## src/rtl/pie_pkg.sv

```systemverilog
package pie_pkg;

    localparam int CNT_W_DEF       = 12;
    localparam int SYNC_STAGES_DEF = 2;
    localparam int MIN_LINK_PERIOD = 2;
    localparam int ABORT_SHIFT     = 2;   // abort window = rt << ABORT_SHIFT

    typedef enum logic [1:0] {
        ST_IDLE  = 2'd0,
        ST_RTCAL = 2'd1,
        ST_FIRST = 2'd2,
        ST_DATA  = 2'd3
    } pie_state_e;

    typedef struct packed {
        logic valid;
        logic value;
    } pie_bit_t;

    // Link period in oscillator cycles from a reply-calibration count.
    function automatic int unsigned link_period_cycles(input int unsigned tr,
                                                       input logic dr_third);
        int unsigned p;
        if (dr_third) p = (tr * 3 + 32) >> 6;
        else          p = tr >> 3;
        if (p < MIN_LINK_PERIOD) p = MIN_LINK_PERIOD;
        return p;
    endfunction

endpackage

```

## src/rtl/pie_edge_sync.sv

```systemverilog
module pie_edge_sync #(
    parameter int STAGES = pie_pkg::SYNC_STAGES_DEF
) (
    input  logic clk,
    input  logic rst,
    input  logic din,
    output logic fall_o
);
    logic [STAGES-1:0] sync_q;
    logic              prev_q;

    for (genvar g = 0; g < STAGES; g++) begin : g_stage
        if (g == 0) begin : g_first
            always_ff @(posedge clk) begin
                if (rst) sync_q[0] <= 1'b1;
                else     sync_q[0] <= din;
            end
        end else begin : g_next
            always_ff @(posedge clk) begin
                if (rst) sync_q[g] <= 1'b1;
                else     sync_q[g] <= sync_q[g-1];
            end
        end
    end

    always_ff @(posedge clk) begin
        if (rst) prev_q <= 1'b1;
        else     prev_q <= sync_q[STAGES-1];
    end

    assign fall_o = prev_q & ~sync_q[STAGES-1];
endmodule

```

## src/rtl/pie_interval_cnt.sv

```systemverilog
module pie_interval_cnt #(
    parameter int W = pie_pkg::CNT_W_DEF
) (
    input  logic         clk,
    input  logic         rst,
    input  logic         restart,
    output logic [W-1:0] cnt_o,
    output logic         sat_o
);
    localparam logic [W-1:0] CNT_MAX = {W{1'b1}};

    logic [W-1:0] cnt_q;

    always_ff @(posedge clk) begin
        if (rst)                   cnt_q <= '0;
        else if (restart)          cnt_q <= W'(1);
        else if (cnt_q != CNT_MAX) cnt_q <= cnt_q + W'(1);
    end

    assign cnt_o = cnt_q;
    assign sat_o = (cnt_q == CNT_MAX);
endmodule

```

## src/rtl/pie_frame_ctrl.sv

```systemverilog
module pie_frame_ctrl
    import pie_pkg::*;
#(
    parameter int W = CNT_W_DEF
) (
    input  logic         clk,
    input  logic         rst,
    input  logic         fall,
    input  logic [W-1:0] cnt,
    input  logic         sat,
    input  logic         dr_sel,
    output pie_bit_t     bit_o,
    output logic         tr_load_o,
    output logic [W-1:0] period_o,
    output pie_state_e   state_o,
    output logic [W-1:0] rt_o
);
    localparam int WIDE = W + ABORT_SHIFT;

    pie_state_e   state_q;
    logic [W-1:0] rt_q;
    logic [W-1:0] pivot;
    logic [W-1:0] period_q;
    pie_bit_t     bit_q;
    logic         tr_load_q;
    logic         over;
    logic         is_one;

    assign pivot  = rt_q >> 1;
    assign is_one = (cnt >= pivot);
    assign over   = ({{ABORT_SHIFT{1'b0}}, cnt} > ({rt_q, {ABORT_SHIFT{1'b0}}}))
                    || sat;

    always_ff @(posedge clk) begin
        if (rst) begin
            state_q   <= ST_IDLE;
            rt_q      <= '0;
            period_q  <= W'(MIN_LINK_PERIOD);
            bit_q     <= '0;
            tr_load_q <= 1'b0;
        end else begin
            bit_q.valid <= 1'b0;
            tr_load_q   <= 1'b0;
            unique case (state_q)
                ST_IDLE: begin
                    if (fall) state_q <= ST_RTCAL;
                end
                ST_RTCAL: begin
                    if (fall) begin
                        rt_q    <= cnt;
                        state_q <= ST_FIRST;
                    end else if (sat) begin
                        state_q <= ST_IDLE;
                    end
                end
                ST_FIRST: begin
                    if (fall) begin
                        if (cnt > rt_q) begin
                            tr_load_q <= 1'b1;
                            period_q  <= W'(link_period_cycles(32'(cnt), dr_sel));
                        end else begin
                            bit_q.valid <= 1'b1;
                            bit_q.value <= is_one;
                        end
                        state_q <= ST_DATA;
                    end else if (over) begin
                        state_q <= ST_IDLE;
                    end
                end
                ST_DATA: begin
                    if (fall) begin
                        bit_q.valid <= 1'b1;
                        bit_q.value <= is_one;
                    end else if (over) begin
                        state_q <= ST_IDLE;
                    end
                end
                default: state_q <= ST_IDLE;
            endcase
        end
    end

    assign bit_o     = bit_q;
    assign tr_load_o = tr_load_q;
    assign period_o  = period_q;
    assign state_o   = state_q;
    assign rt_o      = rt_q;

    logic unused_wide;
    assign unused_wide = (WIDE == 0);
endmodule

```

## src/rtl/pie_link_clkgen.sv

```systemverilog
module pie_link_clkgen #(
    parameter int W = pie_pkg::CNT_W_DEF
) (
    input  logic         clk,
    input  logic         rst,
    input  logic         load,
    input  logic [W-1:0] period_i,
    output logic         run_o,
    output logic         link_clk_o
);
    logic [W-1:0] per_q;
    logic [W-1:0] phase_q;
    logic         run_q;
    logic         clk_q;

    always_ff @(posedge clk) begin
        if (rst) begin
            per_q   <= '0;
            phase_q <= '0;
            run_q   <= 1'b0;
            clk_q   <= 1'b0;
        end else begin
            if (load) begin
                per_q   <= period_i;
                phase_q <= '0;
                run_q   <= 1'b1;
            end else if (run_q) begin
                phase_q <= (phase_q == per_q - W'(1)) ? '0 : phase_q + W'(1);
            end
            clk_q <= run_q && !load && (phase_q < (per_q >> 1));
        end
    end

    assign run_o      = run_q;
    assign link_clk_o = clk_q;
endmodule

```

## src/rtl/pie_link_decoder.sv

```systemverilog
module pie_link_decoder
    import pie_pkg::*;
#(
    parameter int CNT_W       = CNT_W_DEF,
    parameter int SYNC_STAGES = SYNC_STAGES_DEF
) (
    input  logic clk,
    input  logic rst,
    input  logic env_i,
    input  logic dr_sel_i,
    output logic bit_o,
    output logic bit_valid_o,
    output logic link_clk_o
);
    logic             fall;
    logic [CNT_W-1:0] cnt;
    logic             sat;
    pie_bit_t         dec_bit;
    logic             tr_load;
    logic [CNT_W-1:0] period;
    pie_state_e       state;
    logic [CNT_W-1:0] rt;
    logic             link_run;

    pie_edge_sync #(.STAGES(SYNC_STAGES)) u_sync (
        .clk    (clk),
        .rst    (rst),
        .din    (env_i),
        .fall_o (fall)
    );

    pie_interval_cnt #(.W(CNT_W)) u_cnt (
        .clk     (clk),
        .rst     (rst),
        .restart (fall),
        .cnt_o   (cnt),
        .sat_o   (sat)
    );

    pie_frame_ctrl #(.W(CNT_W)) u_ctrl (
        .clk       (clk),
        .rst       (rst),
        .fall      (fall),
        .cnt       (cnt),
        .sat       (sat),
        .dr_sel    (dr_sel_i),
        .bit_o     (dec_bit),
        .tr_load_o (tr_load),
        .period_o  (period),
        .state_o   (state),
        .rt_o      (rt)
    );

    pie_link_clkgen #(.W(CNT_W)) u_link (
        .clk        (clk),
        .rst        (rst),
        .load       (tr_load),
        .period_i   (period),
        .run_o      (link_run),
        .link_clk_o (link_clk_o)
    );

    assign bit_o       = dec_bit.value;
    assign bit_valid_o = dec_bit.valid;
endmodule

```

## config.mk

```make
export PLATFORM = sky130hd
export DESIGN_NAME = pie_link_decoder
export DESIGN_NICKNAME = d
export VERILOG_FILES = /design/src/rtl/pie_pkg.sv /design/src/rtl/pie_edge_sync.sv /design/src/rtl/pie_interval_cnt.sv /design/src/rtl/pie_frame_ctrl.sv /design/src/rtl/pie_link_clkgen.sv /design/src/rtl/pie_link_decoder.sv
export SDC_FILE = /design/constraint.sdc
export NUM_CORES = 1
export LEC_CHECK = 0
export ABC_AREA = 1
export BUFFER_PORTS_ARGS = -buffer_cell sky130_fd_sc_hd__buf_2
export CAP_MARGIN = 10
export CELL_PAD_IN_SITES_DETAIL_PLACEMENT = 0
export CELL_PAD_IN_SITES_GLOBAL_PLACEMENT = 1
export CORE_MARGIN = 2
export CORE_UTILIZATION = 45
export CTS_BUF_LIST = sky130_fd_sc_hd__clkbuf_8
export CTS_CLUSTER_DIAMETER = 150
export DETAILED_ROUTE_END_ITERATION = 7
export PLACE_DENSITY = 0.75
export SYNTH_ARGS = -nofsm -noshare
export SYNTH_HDL_FRONTEND = slang
export SYNTH_SLANG_ARGS = --single-unit
export TNS_END_PERCENT = 100
```

## constraint.sdc

```tcl
create_clock -name clk -period 3.2 [get_ports clk]
set_input_delay 0.16 -clock clk [delete_from_list [all_inputs] [get_ports clk]]
set_output_delay 0.16 -clock clk [all_outputs]
set_load 0.01 [all_outputs]
```

==> impl_results.md <==
- Status: finished clean
- Cells after DPL: 758
- Critical path type: flop to flop
- Tmin final: 2480 ps
- CORE AREA: 0.00977 mm²
- Synth cell types: 39
- Antenna violations before repair: 0
- WP data arrival: 2700 ps
- Worst-skew pair later-pin latency: 340 ps
- Final slew viol count: 0
- TritonCTS Sinks: 64
- CP Depth: 16
- Post-CTS Hold Buffers: 1
- Die ar.: 0.0108 mm²
- I/O pins: 7
- Die width: 104 µm
- Post-Layout Cell Count: 775
- Synthesized flop and latch total: 64
- Fin nets: 707
- Router iterations before antenna repair: 4
- Element type at the critical path start: flop
- Average wire per standard cell: 13.4 µm
- Reg2reg setup slack: 720 ps
- HP Class: primary input to flop
- Vias in the first global route: 3742
- Reg2Reg Capture Point: u_ctrl.period_o[0]
- Max Fclk: 0.403 GHz
- TNS Setup: 0 ps
- Post-CTS setup buffers: 0
- DP Wirelength: 8200 µm
- Vias: 3890
- Power Density: 331 mW/mm²
- Gpl congestion: 0.832
- Clock skew: 14.7 ps
- DR iter-0 viols: 137
- Hold EP: u_ctrl.period_o[3]
- Max Cap Violations: 0
- Fin crit share: 0.775
- # port buffers: 6
- CP Cell Sequence: inv_1 -> ha_1 -> inv_1 -> ha_1 -> nand3_1 -> nand2_1 -> a21oi_1 -> nand2_1 -> nand2_1 -> nand3b_1 -> nand3_1 -> nand2_1 -> nor2_1 -> nand2_1 -> nand2_1 -> a21oi_1
- GRT Resource Usage Total: 0.199
- Avg Cell Area, Syn: 7.18 µm²
- Layout cells sized above 1: 0.0732
- Worst slew margin: 0.430
- Crit path top cell by count: nand2_1
- Clock Path Buffers: 2
- Worst slew pin tran: 853 ps
- Vias/cell: 5.02
- Register clock-pin slew on the reported worst setup and hold paths: 80 ps
- CP peak stage delay: 480 ps
- H-tree depth: 3
- Worst Path Buf+Inv: 2
- Syn nets: 698
- CTS buffer count: 9
- Ys async rst share: 0
- CTS-repair resized insts: 0
- Cell area after synthesis: 0.00451 mm²
- First-pass GRT wire length: 17600 µm
- Yosys warns: 0
- Setup violations, final: 0
- TritonCTS clock tree: yes
- Unrepaired setup endpoints after global routing: false
- Remaining Overflow, GRT: 0
- Worst vdd ir: 0.000174 V
- Hold path depth: 2
- Post-synth EDFFs: 0
- Die Ht: 104 µm
- Final Hold Vio Count: 0
- Leak: 2.37 nW
- Initial cell density of the core: 0.462
- Ant diodes: 0
- Top delay family on crit path: simple AND/OR/NAND/NOR gates
- Drt drc: 0
- Worst path slowest cell: dfxtp_1
- Sequential element share of the synthesized area: 0.284
- Multi-input logic area: 0.00283 mm²
- CP max FO: 7
- Synth-to-layout area growth: 8.21%
- Largest net degree at the start of global routing: 32
- Clock root buffer master: clkbuf_8
- Std cell rows: 36
- # fillers: 1006
- Worst EP required: 3420 ps
- Worst r2r src: u_cnt.cnt_o[4]
- Hold Crit Start: rst
- CP Capture Type: flop
- Flip-flop and latch area: 0.00128 mm²
- Remaining antenna violation count: 0
- Top FF cell, synth: dfxtp_1
- Total wire length: 10400 µm
- Post-Synthesis Cells: 628
- Worst r2r path cells: 16
## cells in the final DEF (no fill, tap or decap), types with 9 or more instances in the layout
master,n
nand3_1,39
ha_1,66
dfxtp_1,64
inv_1,89
nor2_1,46
xnor2_1,10
clkbuf_8,9
a21oi_1,60
xor2_1,11
nand2_1,118
o21ai_0,43
nand4_1,12
## layer usage
layer  vias up  share of wire  track usage
met1      1736           0.47        0.241
li1       2101              -            -
met5         -              0            0
met4         0          0.017       0.0637
met3        13          0.025       0.0363
met2        40           0.49        0.357
## layout make-up
type	count	share of cell area
flip-flops and latches	64	0.262
inverters	95	0.0730
clock inverters	7	0.0149
well taps	133	0.0341
repair buffers	8	0.00974
clock buffers	9	0.0254
multi-input cells	459	0.580
## worst register-to-register path: stages, from the launching register on
cell and delay, ps:
dfxtp_1 480, inv_1 150, ha_1 300, inv_1 40, ha_1 330, nand3_1 120, nand2_1 70, a21oi_1 180
nand2_1 100, nand2_1 90, nand3b_1 80, nand3_1 90, nand2_1 70, nor2_1 100, nand2_1 70, nand2_1 60
a21oi_1 60
## metrics by stage
stage	total power, mW	instance area, µm²	hold slack, ps	setup slack (ps)	util
floorplan	0.909	4510	264	1050	-
global placement	0.937	4680	345	780	0.478
detailed placement	0.939	4680	344	727	0.478
CTS	1.64	4880	167	724	0.499
global route	1.69	4880	179	436	0.499
finish	1.61	4880	176	720	0.499
## flip-flops by register name, indices dropped and copies added (netlist names), 2 cells and up
| name | flops |
|---|---|
| u_link.per_q | 9 |
| u_ctrl.rt_o | 12 |
| u_link.phase_q | 12 |
| u_cnt.cnt_o | 12 |
| u_ctrl.bit_o | 2 |
| u_ctrl.period_o | 9 |
| u_sync.sync_q | 2 |
| u_ctrl.state_o | 2 |
## Yosys cell counts, types with 2 or more instances
library cell    n  area (µm²)
nand4_1        12        75.1
inv_2           7        26.3
inv_1          88         330
clkbuf_1        8        30.0
buf_2           2        10.0
nand3_4         2        35.0
nand3_1        39         195
o211ai_1        3        22.5
or2_2           2        12.5
o21ai_1         3        15.0
o21a_1          4        30.0
nor2_2          3        18.8
ha_1           66         826
nor3b_1         2        15.0
o21ai_0        43         215
nand3b_1        3        22.5
nor3_2          4        40.0
dfxtp_1        64        1280
a21oi_1        60         300
a31oi_1         4        25.0
a21boi_0        2        15.0
nor3_1          5        25.0
nand2_1       118         443
o21bai_1        2        15.0
a211oi_1        3        22.5
nand4_2         2        25.0
nor2_1         46         173
xnor2_1        10        87.6
xor2_1         11        96.3
## cells by family after synthesis
kind of cell    synth area share
compound gates             0.154
xor+xnor                  0.0408
fa+ha+maj                  0.183
buf+inv                   0.0879
flops                      0.284
simple gates               0.251
## power breakdown
part,leakage [nW],switching [mW],internal [mW]
logic,1.75,0.0703,0.0389
registers,0.517,0.00859,0.803
clock network,0.101,0.333,0.361
total,2.37,0.412,1.20
## worst max-delay path by stage
stage	startpoint	slack [ps]	end
floorplan	u_cnt.cnt_o[4]	1050	u_ctrl.period_o[0]
global placement	u_cnt.cnt_o[5]	780	u_ctrl.period_o[0]
detailed placement	u_cnt.cnt_o[4]	730	u_ctrl.period_o[0]
CTS	u_cnt.cnt_o[4]	720	u_ctrl.period_o[0]
global route	u_cnt.cnt_o[4]	440	u_ctrl.period_o[0]
finish	u_cnt.cnt_o[4]	720	u_ctrl.period_o[0]
Note: power is estimated with default switching activity, not from simulation.
